$ cat src/rtl/i2c_cfg_slave.sv
module i2c_cfg_slave #(
  parameter logic [6:0] DEV_ADDR = 7'b1110110,
  parameter int NREG = 16,
  localparam int AW = $clog2(NREG),
  localparam int RW = NREG * 8
) (
  input  logic          clk,
  input  logic          rst_n,
  input  logic          scl_i,
  input  logic          sda_i,
  output logic          sda_oe,
  output logic [RW-1:0] regs_o
);

  typedef enum logic [3:0] {
    S_IDLE, S_ADDR, S_AACK, S_PTR, S_PACK, S_WDATA, S_WACK, S_RDATA, S_RACK
  } st_t;

  localparam logic [AW-1:0] LAST = AW'(NREG - 1);

  function automatic logic [7:0] rstval(int i);
    return 8'(i * 29) ^ 8'hA5;
  endfunction

  function automatic logic [AW-1:0] nxt(logic [AW-1:0] p);
    return (p == LAST) ? '0 : p + 1'b1;
  endfunction

  logic [2:0] scl_q, sda_q;
  st_t        state;
  logic [3:0] cnt;
  logic [7:0] shreg, txbyte;
  logic [AW-1:0] ptr;
  logic       nack;
  logic [7:0] regs [NREG];

  wire scl_rise = scl_q[1] & ~scl_q[2];
  wire scl_fall = ~scl_q[1] & scl_q[2];
  wire scl_hi   = scl_q[1] & scl_q[2];
  wire start_c  = scl_hi & sda_q[2] & ~sda_q[1];
  wire stop_c   = scl_hi & ~sda_q[2] & sda_q[1];
  wire sda_s    = sda_q[1];
  wire rx_state = (state == S_ADDR) | (state == S_PTR) | (state == S_WDATA);

  for (genvar g = 0; g < NREG; g++) begin : g_out
    assign regs_o[g*8 +: 8] = regs[g];
  end

  always_ff @(posedge clk or negedge rst_n) begin
    if (!rst_n) begin
      scl_q <= '1;
      sda_q <= '1;
    end else begin
      scl_q <= {scl_q[1:0], scl_i};
      sda_q <= {sda_q[1:0], sda_i};
    end
  end

  always_ff @(posedge clk or negedge rst_n) begin
    if (!rst_n) begin
      state  <= S_IDLE;
      cnt    <= '0;
      shreg  <= '0;
      txbyte <= '0;
      ptr    <= '0;
      nack   <= 1'b0;
      sda_oe <= 1'b0;
      for (int i = 0; i < NREG; i++) regs[i] <= rstval(i);
    end else if (start_c) begin
      state  <= S_ADDR;
      cnt    <= '0;
      sda_oe <= 1'b0;
    end else if (stop_c) begin
      state  <= S_IDLE;
      sda_oe <= 1'b0;
    end else if (rx_state) begin
      if (scl_rise && cnt < 4'd8) begin
        shreg <= {shreg[6:0], sda_s};
        cnt   <= cnt + 1'b1;
      end else if (scl_fall && cnt == 4'd8) begin
        cnt <= '0;
        case (state)
          S_ADDR: begin
            if (shreg[7:1] == DEV_ADDR) begin
              sda_oe <= 1'b1;
              nack   <= shreg[0];
              state  <= S_AACK;
            end else begin
              state <= S_IDLE;
            end
          end
          S_PTR: begin
            ptr    <= shreg[AW-1:0];
            sda_oe <= 1'b1;
            state  <= S_PACK;
          end
          default: begin
            regs[ptr] <= shreg;
            ptr       <= nxt(ptr);
            sda_oe    <= 1'b1;
            state     <= S_WACK;
          end
        endcase
      end
    end else begin
      case (state)
        S_AACK, S_PACK, S_WACK: if (scl_fall) begin
          cnt <= '0;
          if (state == S_AACK && nack) begin
            txbyte <= regs[ptr];
            sda_oe <= ~regs[ptr][7];
            state  <= S_RDATA;
          end else begin
            sda_oe <= 1'b0;
            state  <= (state == S_AACK) ? S_PTR : S_WDATA;
          end
        end
        S_RDATA: if (scl_fall) begin
          if (cnt == 4'd7) begin
            sda_oe <= 1'b0;
            ptr    <= nxt(ptr);
            state  <= S_RACK;
          end else begin
            txbyte <= {txbyte[6:0], 1'b0};
            sda_oe <= ~txbyte[6];
            cnt    <= cnt + 1'b1;
          end
        end
        S_RACK: begin
          if (scl_rise) nack <= sda_s;
          else if (scl_fall) begin
            if (nack) begin
              state <= S_IDLE;
            end else begin
              txbyte <= regs[ptr];
              sda_oe <= ~regs[ptr][7];
              cnt    <= '0;
              state  <= S_RDATA;
            end
          end
        end
        default: ;
      endcase
    end
  end

  // drive changes only while the synchronized clock is low
  p_drive_scl_low_r4: assert property (@(posedge clk) disable iff (!rst_n)
    (sda_oe != $past(sda_oe)) |-> !scl_q[1]);

  // an unmatched address leaves the line released
  p_no_ack_foreign_r3: assert property (@(posedge clk) disable iff (!rst_n)
    ($past(state) == S_ADDR && state == S_IDLE) |-> !sda_oe);

  // entering the address acknowledge means the matched address was received
  p_ack_match_r2: assert property (@(posedge clk) disable iff (!rst_n)
    ($past(state) == S_ADDR && state == S_AACK) |-> ($past(shreg[7:1]) == DEV_ADDR && sda_oe));

  // advancing from the last register goes to 0
  p_wrap_r6: assert property (@(posedge clk) disable iff (!rst_n)
    (($past(state) == S_WDATA || $past(state) == S_RDATA) && $past(ptr) == LAST && ptr != LAST)
      |-> ptr == '0);

  // register outputs change only when a written byte completes
  p_regs_stable_r11: assert property (@(posedge clk) disable iff (!rst_n)
    (regs_o != $past(regs_o)) |-> ($past(state) == S_WDATA && state == S_WACK));

  // transmit drive holds between clock falls
  p_tx_hold_r9: assert property (@(posedge clk) disable iff (!rst_n)
    ($past(state) == S_RDATA && state == S_RDATA && !$past(scl_fall)) |-> $stable(sda_oe));

endmodule

$ cat config.mk
export PLATFORM = sky130hd
export DESIGN_NAME = i2c_cfg_slave
export DESIGN_NICKNAME = d
export VERILOG_FILES = /design/src/rtl/i2c_cfg_slave.sv
export SDC_FILE = /design/constraint.sdc
export NUM_CORES = 1
export LEC_CHECK = 0
export ABC_AREA = 0
export BUFFER_PORTS_ARGS = -buffer_cell sky130_fd_sc_hd__buf_2
export CAP_MARGIN = 20
export CORE_MARGIN = 2
export CORE_UTILIZATION = 45
export CTS_CLUSTER_SIZE = 16
export DETAILED_ROUTE_END_ITERATION = 7
export PLACE_DENSITY_LB_ADDON = 0.05
export SLEW_MARGIN = 20
export SYNTH_ARGS = -nofsm -noshare
export SYNTH_HDL_FRONTEND = slang
export SYNTH_SLANG_ARGS = --single-unit
$ cat constraint.sdc
create_clock -name clk -period 2.3 [get_ports clk]
set_input_delay 0.115 -clock clk [delete_from_list [all_inputs] [get_ports clk]]
set_output_delay 0.115 -clock clk [all_outputs]
set_load 0.05 [all_outputs]
# == Yosys cells after proc, flatten, opt, wreduce, memory -nomap -nowiden ==
# Index checks and enable logic that the tools add are counted.
# op_classes
addsub,2
n_lt_le_gt_ge,3
n_eq_ne,41
n_mux,72
n_bitwise,21
reduce_logical,22
# op_table
cell,n
$bwmux W128,1
$mux W4,28
$mux W7,7
$bmux W8 S4,1
$demux W8 S4,1
$ne A5 B5 Y1 const B,6
$ne A4 B4 Y1 const B,7
$mux W8,3
$pmux W4 S3,2
$reduce_and A8 Y1,3
$mux W1,21
$pmux W7 S3,1
$eq A4 B3 Y1 const B,5
$ne A2 B2 Y1 const B,10
$reduce_and A9 Y1,2
$pmux W4 S2,2
$eq A4 B4 Y1 const B,3
$not A1 Y1,11
$reduce_and A11 Y1,1
$reduce_bool A2 Y1,5
$mux W3,3
$add A4 B1 Y4 const B,2
$eq A4 B2 Y1 const B,2
$and A1 B1 Y1,7
21 further kinds,27
# totals
ff_bits,163
input_bits,4
out_inout_bits,129
wordCells,186

# == Logic depth before layout (Yosys ltp) ==
# Gate-level depths: netlist of run 1.
# logic_depth
depth_word,12
mapped_depth,8

# == Worst setup path before layout of run 1 ==
# No wires, ideal clock.
# synth_path
kind,register to register
from,reg scl_q[2]
to,reg regs (netlist bit regs_o[120])
t_arrival_ps,1948
t_required_ps,2175
setup_slack_ps,227
path_stages_with_launch,7
path_cell_list,dfstp_2 > clkbuf_2 > and4bb_2 > and4_2 > nand2_2 > nor2_4 > mux2_2
# synth_via
elab_chain_len,5
elab_cells_between_ends,14
classes_between,bitwise (11); reduce/logical (3)
# synth_rtl
element,line,rtl
"start, declared",29,"logic [2:0] scl_q, sda_q;"
"start signal, assigned",54,"scl_q <= {scl_q[1:0], scl_i};"
$and A1 B1 Y1 or $not A1 Y1 (tied branches),"39, 37",
"$and A1 B1 Y1, on equally long branches","41, 37, 40",
$and A1 B1 Y1 (tied with other cells),41,wire stop_c = scl_hi & ~sda_q[2] & sda_q[1];
$not A1 Y1 (no source line),-,
$reduce_and A6 Y1 (no source line) *,-,
"end signal, assigned by index",98,regs[ptr] <= shreg;
"end, declared",35,logic [7:0] regs [NREG];
# Every way passes the cells marked *; elsewhere a longest branch is shown, timed or not.
# A chain may end at the register's enable or synchronous reset.

# == Worst setup path in the final report of run 1 ==
# layout_path
from,reg cnt[1]
to,reg regs (netlist bit regs_o[8])
# layout_via
elab_chain_len,4
elab_cells_between_ends,6
classes_between,order compare (1); eq/ne (1); bitwise (1); reduce/logical (3)
# layout_rtl
element,line,rtl
"start, declared",31,logic [3:0] cnt;
"start signal, assigned",79,cnt <= cnt + 1'b1;
"start signal, assigned",126,cnt <= cnt + 1'b1;
$lt A4 B4 Y1,77,if (scl_rise && cnt < 4'd8) begin
$logic_and A1 B1 Y1,77,
$not A1 Y1 (no source line),-,
$reduce_and A6 Y1 (no source line) *,-,
# Marked as above.

==> results of run 1 <==
[critical path, cell delays in order, from the launching register on]
cell and delay (ns):
dfrtp_1 0.42, inv_1 0.09, ha_1 0.29, and4_2 0.39, nand2_2 0.20, nor2_4 0.31
mux2_2 0.38
[worst paths after layout]
path,startpoint,endpoint,cells past startpoint
max,cnt[1],regs_o[8],6
min,rst_n,cnt[0],2
max reg2reg,cnt[1],regs_o[8],6
min reg2reg,scl_q[0],scl_q[1],0
max in group asynchronous,rst_n,regs_o[28],3
min in group clk,sda_i,sda_q[0],2
[cell usage after synthesis, types with 5 or more instances]
library cell / count / share of area (%)
a22o_1: 7 / 0.75
mux4_2: 21 / 5.8
nor2b_1: 5 / 0.38
a21oi_1: 6 / 0.37
nor2_1: 8 / 0.37
nor2_4: 16 / 2.2
buf_1: 8 / 0.37
mux2i_1: 8 / 0.98
mux2_2: 109 / 15
dfstp_2: 72 / 23
a221oi_1: 5 / 0.54
buf_2: 8 / 0.49
o21ai_0: 11 / 0.67
ha_1: 6 / 0.92
dfrtp_1: 91 / 28
mux2_1: 40 / 5.5
mux4_1: 11 / 3.5
nand2_1: 20 / 0.92
inv_1: 10 / 0.46
nand3_1: 6 / 0.37
clkbuf_1: 16 / 0.73
nand4_1: 6 / 0.46
[registers in the layout, indices dropped and copies added (netlist names)]
signal	cells
regs_o	128
cnt	4
scl_q	3
nack	1
ptr	4
txbyte	7
state	4
sda_oe	1
sda_q	3
shreg	8
[timing repair]
action,in CTS,in global routing
endpoints found under the setup margin,0,2
hold buffers,3,0
endpoints found under the hold margin,27,0
resized for setup,0,1
[per-stage QoR]
stage,std cells,power [mW],hold WS (ns)
after floorplan,569,4.27,-0.181
after global placement,933,4.93,0.109
after detailed placement,933,4.94,0.119
after CTS,968,7.87,0.240
after global routing,968,8.18,0.241
final,968,7.82,0.227
[metal layers]
metal | vias up | track usage [%] | part of all wire [%]
li1 | 2463 | - | -
met1 | 2906 | 32.3 | 44
met2 | 124 | 39.6 | 51
met3 | 23 | 4.77 | 3.9
met4 | 0 | 6.17 | 1.6
met5 | - | 0 | 0
[cell type report]
| cell class | instances | area, um^2 | area share [%] |
|---|---|---|---|
| Clock inverter | 14 | 168 | 1.68 |
| Clock buffer | 18 | 429 | 4.30 |
| Multi-Input combinational cell | 356 | 3780 | 37.9 |
| Tap cell | 229 | 287 | 2.87 |
| Inverter | 10 | 37.5 | 0.376 |
| Timing Repair Buffer | 178 | 1110 | 11.1 |
| Sequential cell | 163 | 4170 | 41.8 |
[logic make-up after synthesis]
family,after synthesis
buf+inv,50
mux,189
simple gates,102
xor+xnor,1
flops,163
compound gates,58
fa+ha+maj,6
[report_power, final]
group | leakage (nW) | switching (mW) | total [mW] | internal, mW
clock network | 0.285 | 1.26 | 2.90 | 1.64
logic | 2.50 | 1.10 | 1.77 | 0.668
registers | 2.00 | 0.146 | 3.15 | 3.00
==> impl_metrics.json, run 1 <==
{
  "routed_wl_mm": 22.2,
  "synth_cell_types": 68,
  "synthArstFlopShare_pct": 100,
  "drc": 0,
  "die_w_um": 139,
  "grt_pass1_wl_mm": 35.3,
  "grt_pass1_vias": 5788,
  "synth_area_um2": 8180,
  "initial_core_util_pct": 45.7,
  "io_pins": 133,
  "muxShareOfSynthArea_pct": 30.8,
  "detail-route-antenna-nets": 0,
  "ys_ff_latch": 163,
  "synth_fa_ha_area_share_pct": 0.917,
  "power_leakage_nw": 4.78,
  "post-place-ws_ns": 0.124,
  "slew-limit-headroom_pct": 58.0,
  "die_area_um2": 19300,
  "timing.final.ws_setup_ns": 0.109,
  "synth_compound_area_share_pct": 5.28,
  "hold_class": "in -> async",
  "cts_root_buf": "clkbuf_16",
  "num_rows": 49,
  "cts-htree-levels": 4,
  "core_area_um2": 17900,
  "postCtsSetupBuffers": 0,
  "path_clk_slew_ns": 0.07,
  "synth_edf_count": 0,
  "yosysWarnings": 0,
  "cp-end-kind": "flip-flop",
  "synthFlopType": "dfrtp_1",
  "period_minus_slack_ns": 2.19,
  "final_layout_size_suffix_gt1_share_pct": 59.4,
  "synth_top_family_by_area": "multiplexers",
  "clockBufferDepth": 2,
  "routed-via-count": 5516,
  "final.setup.tns_ns": 0,
  "final_common_cell": "buf_2",
  "synth-simple-area-share_pct": 9.02,
  "area_delta_synth_final_pct": 21.9,
  "syn-num-nets": 579,
  "period_share_pct": 95.3,
  "synthXorXnorAreaFrac_pct": 0.107,
  "io_buffers": 132,
  "finalSetupViolations": 0,
  "crit_fanout": 8,
  "rsz0062_at_grt": "no",
  "dpl.hpwl_mm": 15.8,
  "crit_required_ns": 2.60,
  "synth-seq-area-share_pct": 50.9,
  "insertedDiodeCount": 0,
  "status": "completed",
  "final_hold_viol_count": 0,
  "final_cell_mix": "buf_2, mux2_2, dfrtp_1",
  "critical_path_class": "reg -> reg",
  "clk_latency_ns": 0.42,
  "fmax_ghz": 0.456,
  "final_area_um2": 9970,
  "netlist_instances": 569,
  "drtIter0Drc": 216,
  "drv_cap": 0,
  "globalplace.congestion": 0.851,
  "first_pass_iters": 5,
  "antenna_found_initial": 0,
  "post_dp_cell_area_um2": 9350,
  "worst_slew_pin_slew_ns": 0.627,
  "fp.dieH_um": 139,
  "cp_data_arrival_time_ns": 2.50,
  "vias_per_cell": 5.70,
  "routedWlPerCell_um": 23.0,
  "fin_skew_ns": 0.00937,
  "grt_overflow": 0,
  "p_per_area_nw_per_um2": 784,
  "track_usage_pct": 23.8,
  "maxSlewViolCount": 0,
  "cts_buffers": 17,
  "avgSynthCellArea_um2": 14.4,
  "worst_setup_path_start_kind": "flip-flop",
  "final_core_util_pct": 55.7,
  "ff2ff_setup_slack_ns": 0.11,
  "fillers": 1515,
  "ir_drop_mv": 0.506,
  "grt_max_degree": 51,
  "fin_nets": 736,
  "clkSinkCount": 163,
  "cts_tree": "yes"
}
(Power assumes the default switching activity.)
==> inputs of run 2 (changes only) <==
--- a/config.mk
+++ b/config.mk
@@ -8,11 +8,11 @@
 export ABC_AREA = 0
 export BUFFER_PORTS_ARGS = -buffer_cell sky130_fd_sc_hd__buf_2
 export CAP_MARGIN = 20
-export CORE_MARGIN = 2
 export CORE_UTILIZATION = 45
 export CTS_CLUSTER_SIZE = 16
 export DETAILED_ROUTE_END_ITERATION = 7
 export PLACE_DENSITY_LB_ADDON = 0.05
+export RECOVER_POWER = 100
 export SLEW_MARGIN = 20
 export SYNTH_ARGS = -nofsm -noshare
 export SYNTH_HDL_FRONTEND = slang
==> run 2 against run 1 <==
  * Flip-flop and latch count unchanged
  * Cell area up 0.25%
  * Hold slack better by 0.11 ns
  * Largest power group unchanged
  * Combinational power down 6%
  * Maximum frequency up 0.66%
  * Non-clock buffer count up 15
  * Final cell count up 1.1%
  * Critical path depth unchanged
==> impl_metrics.json, run 2 (synthesized netlist as in run 1, its figures left out) <==
{
  "core_area_um2": 17500,
  "clockBufferDepth": 2,
  "p_int_mw": 5.07,
  "grt_pass1_vias": 5731,
  "fin_nets": 751,
  "total_power_mw": 7.67,
  "clock_power_share_pct": 36.6,
  "combPwrFrac_pct": 21.7,
  "grt_max_degree": 59,
  "ff2ff_setup_slack_ns": 0.12,
  "first_pass_iters": 5,
  "placed_cells": 940,
  "dpl.hpwl_mm": 16.3,
  "final_layout_size_suffix_gt1_share_pct": 42.7,
  "antenna_found_initial": 1,
  "wl_met3_um": 819,
  "critical_path_class": "reg -> reg",
  "fin_skew_ns": 0.0106,
  "vias_per_cell": 5.64,
  "detail-route-antenna-nets": 0,
  "grt_overflow": 0,
  "die_w_um": 137,
  "ir_drop_mv": 0.528,
  "worst_slew_pin_slew_ns": 1.48,
  "post_dp_cell_area_um2": 9520,
  "slew-limit-headroom_pct": 1.18,
  "status": "completed",
  "cts_tree": "yes",
  "final_core_util_pct": 57.0,
  "clkSinkCount": 163,
  "crit_fanout": 12,
  "routedWlPerCell_um": 23.2,
  "fillers": 1492,
  "final_cell_mix": "clkbuf_1, mux2_2, dfrtp_1",
  "period_share_pct": 94.6,
  "insertedDiodeCount": 0,
  "routed_wl_mm": 22.7,
  "maxSlewViolCount": 0,
  "clk_latency_ns": 0.43,
  "final_cells": 979,
  "crit_required_ns": 2.60,
  "worst_setup_path_start_kind": "flip-flop",
  "drv_cap": 0,
  "drtIter0Drc": 252,
  "final_common_cell": "clkbuf_1",
  "grt_pass1_wl_mm": 34.4,
  "met2_length_mm": 11.8,
  "cp-end-kind": "flip-flop",
  "die_area_um2": 18700,
  "initial_core_util_pct": 46.7,
  "period_minus_slack_ns": 2.18,
  "top_layer_used": "met4",
  "fmax_ghz": 0.459,
  "area_delta_synth_final_pct": 22.2,
  "largest_reg_flops": 128,
  "io_pins": 133,
  "cts_buffers": 17,
  "drc": 0,
  "swShare_pct": 33.8,
  "p_sw_mw": 2.59,
  "rsz0062_at_grt": "no",
  "power_leakage_nw": 4.30,
  "wl_met1_mm": 9.67,
  "num_rows": 48,
  "fp.dieH_um": 137,
  "track_usage_pct": 25.5,
  "regArea_um2": 4170,
  "hold_class": "in -> reg",
  "post-place-ws_ns": 0.0219,
  "cp_data_arrival_time_ns": 2.48,
  "final.setup.tns_ns": 0,
  "io_buffers": 132,
  "p_per_area_nw_per_um2": 767,
  "cts_root_buf": "clkbuf_16",
  "finalSetupViolations": 0,
  "cts-htree-levels": 4,
  "timing.final.ws_setup_ns": 0.123,
  "timing.hold.ws_ns": 0.334,
  "final_hold_viol_count": 0,
  "path_clk_slew_ns": 0.07,
  "p_seq_share_pct": 41.7,
  "final_area_um2": 10000,
  "globalplace.congestion": 0.905,
  "multi_input_area_um2": 3780,
  "routed-via-count": 5526
}
[run 2: cell count changes in the layout (fill, tap and decap cells not counted), moves of 2 or more]
cell        before  now
bufinv_16        2    0
buf_2          131    2
clkinv_4         1    3
clkinvlp_4       3    1
clkbuf_2         0    5
clkbuf_1         1  132
clkinv_8         0    3
buf_12           7   16
[run 2: per-layer routing]
metal  GRT usage (%)  up-vias
met1            33.0     2892
met5               0        -
met2            43.0      123
met4            8.73        0
met3            4.78       23
li1                -     2488
[run 2: worst paths after layout]
kind                       startpoint  depth (start not counted)         end
min in group asynchronous       rst_n                          2      cnt[1]
max reg2reg                  state[0]                          6      cnt[0]
min                             scl_i                          2    scl_q[0]
max in group asynchronous       rst_n                          3  regs_o[79]
min reg2reg                  sda_q[0]                          0    sda_q[1]
max                          state[0]                          6      cnt[0]
[run 2: repair_timing]
item,in CTS,in global routing
gates resized for setup,0,2
hold buffers,3,0
setup buffers,0,4
hold endpoints to repair,36,0
setup endpoints to repair,0,5
[run 2: power by group through the flow]
stage               registers (mW)  logic (mW)  clock network, mW
CTS                           3.20        1.66               2.86
global route                  3.22        1.79               2.99
detailed placement            3.24        1.65                  0
finish                        3.20        1.67               2.80
global placement              3.23        1.62                  0
floorplan                     3.15        1.11                  0
[run 2: critical path, stage by stage, from the launching register on]
cell	delay, ns
dfrtp_1	0.52
nor4b_4	0.44
buf_4	0.19
a32oi_1	0.07
a32oi_2	0.28
or2_1	0.22
mux2_1	0.34
[run 2: cell type report]
cell class	instances	area share, %
sequential	163	41.7
inverter	10	0.375
timing repair buffer	193	11.4
clock inverter	15	1.63
multi-input combinational	356	37.8
clock buffer	17	4.25
tap	225	2.82
==> inputs of run 3 (changes only) <==
--- a/config.mk
+++ b/config.mk
@@ -9,6 +9,7 @@
 export BUFFER_PORTS_ARGS = -buffer_cell sky130_fd_sc_hd__buf_2
 export CAP_MARGIN = 20
 export CORE_UTILIZATION = 45
+export CTS_BUF_LIST = sky130_fd_sc_hd__clkbuf_8
 export CTS_CLUSTER_SIZE = 16
 export DETAILED_ROUTE_END_ITERATION = 7
 export PLACE_DENSITY_LB_ADDON = 0.05
==> run 3 against run 2 <==
  * Clock power shrank 26%
  * Largest power group unchanged
  * Clock skew increased by 0.0035 ns
  * Wire length decreased by 0.32%
  * Critical endpoint unchanged
  * Critical path type unchanged
==> impl_metrics.json, run 3 (synthesized netlist as in run 1, its figures left out) <==
{
  "placed_cells": 940,
  "total_power_mw": 6.93,
  "clockBufferDepth": 2,
  "path_clk_slew_ns": 0.09,
  "final_common_cell": "clkbuf_1",
  "cts_tree": "yes",
  "finalSetupViolations": 0,
  "largest_reg_flops": 128,
  "drc": 0,
  "cts_root_buf": "clkbuf_8",
  "final_layout_size_suffix_gt1_share_pct": 42.7,
  "p_per_area_nw_per_um2": 707,
  "slew-limit-headroom_pct": 2.86,
  "globalplace.congestion": 0.905,
  "final_cell_mix": "clkbuf_1, mux2_2, dfrtp_1",
  "die_w_um": 137,
  "crit_required_ns": 2.64,
  "post-place-ws_ns": 0.0219,
  "grt_overflow": 0,
  "initial_core_util_pct": 46.7,
  "area_delta_synth_final_pct": 19.9,
  "clkSinkCount": 163,
  "io_buffers": 132,
  "worst_slew_pin_slew_ns": 1.46,
  "num_rows": 48,
  "drtIter0Drc": 275,
  "io_pins": 133,
  "core_area_um2": 17500,
  "grt_max_degree": 59,
  "power_leakage_nw": 4.21,
  "cp-end-kind": "flip-flop",
  "routedWlPerCell_um": 23.1,
  "period_minus_slack_ns": 2.19,
  "worst_setup_path_start_kind": "flip-flop",
  "critical_path_class": "reg -> reg",
  "drv_cap": 0,
  "detail-route-antenna-nets": 0,
  "fin_nets": 751,
  "track_usage_pct": 25.3,
  "ir_drop_mv": 0.501,
  "period_share_pct": 95.1,
  "grt_pass1_wl_mm": 34.2,
  "timing.final.ws_setup_ns": 0.113,
  "maxSlewViolCount": 0,
  "fin_skew_ns": 0.0141,
  "grt_pass1_vias": 5684,
  "final_hold_viol_count": 0,
  "fmax_ghz": 0.457,
  "clk_latency_ns": 0.46,
  "cts_buffers": 17,
  "crit_fanout": 12,
  "die_area_um2": 18700,
  "antenna_found_initial": 1,
  "insertedDiodeCount": 0,
  "status": "completed",
  "routed-via-count": 5543,
  "final.setup.tns_ns": 0,
  "dpl.hpwl_mm": 16.3,
  "final_cells": 979,
  "first_pass_iters": 4,
  "vias_per_cell": 5.66,
  "cts-htree-levels": 4,
  "cp_data_arrival_time_ns": 2.52,
  "routed_wl_mm": 22.6,
  "hold_class": "in -> reg",
  "fp.dieH_um": 137
}
-- run 3: cell types whose count changed in the layout (fill, tap and decap cells not counted) --
| cell | delta |
|---|---|
| clkbuf_16 | -17 |
| clkbuf_8 | +17 |
-- run 3: critical path, stage by stage (launching register included) --
cell and delay (ns):
dfrtp_1 0.53, nor4b_4 0.44, buf_4 0.19, a32oi_1 0.07
a32oi_2 0.28, or2_1 0.22, mux2_1 0.34
-- run 3: area by class of cell --
type | instances | area, um^2
well taps | 225 | 282
inverters | 10 | 37.5
fillers | 1514 | 7730
multi-input cells | 356 | 3780
clock inverters | 15 | 163
clock buffers | 17 | 234
repair buffers | 193 | 1140
flip-flops and latches | 163 | 4170
-- run 3: stage by stage --
stage / hold WS (ns) / util [%] / cell area [um^2]
after floorplan: -0.181 / - / 8180
after global placement: 0.112 / 54.3 / 9520
after detailed placement: 0.118 / 54.3 / 9520
after CTS: 0.183 / 56.7 / 9950
after global routing: 0.274 / 55.9 / 9810
final: 0.299 / 55.9 / 9810
-- run 3: layer usage --
metal  vias up  wire, um  GRT usage (%)
met5         -         0              0
met3        20       710           4.56
met4         0       301           7.26
met1      2914      9840           33.2
li1       2483         -              -
met2       126     11800           42.9
-- run 3: path summary, 6_finish.rpt --
check	startpoint	slack, ns	cells past startpoint	to
setup reg to reg	state[0]	0.11	6	cnt[0]
setup / recovery	state[0]	0.11	6	cnt[0]
hold / removal	scl_i	0.30	2	scl_q[0]
max in group asynchronous	rst_n	0.50	3	regs_o[92]
hold reg to reg	scl_q[0]	0.36	0	scl_q[1]
min in group asynchronous	rst_n	0.53	2	cnt[1]
-- run 3: repair_timing --
action                                  CTS  global route
endpoints found under the hold margin    56             0
cloned                                    0             0
hold buffers                              3             0
setup buffers                             0             4
resized for setup                         1             1
pin swaps                                 0             0
endpoints found under the setup margin    1             5
-- run 3: power breakdown --
group          internal [mW]  total [mW]  switching [mW]
clock                  0.820        2.07            1.25
sequential              3.00        3.20           0.198
combinational          0.617        1.66            1.04
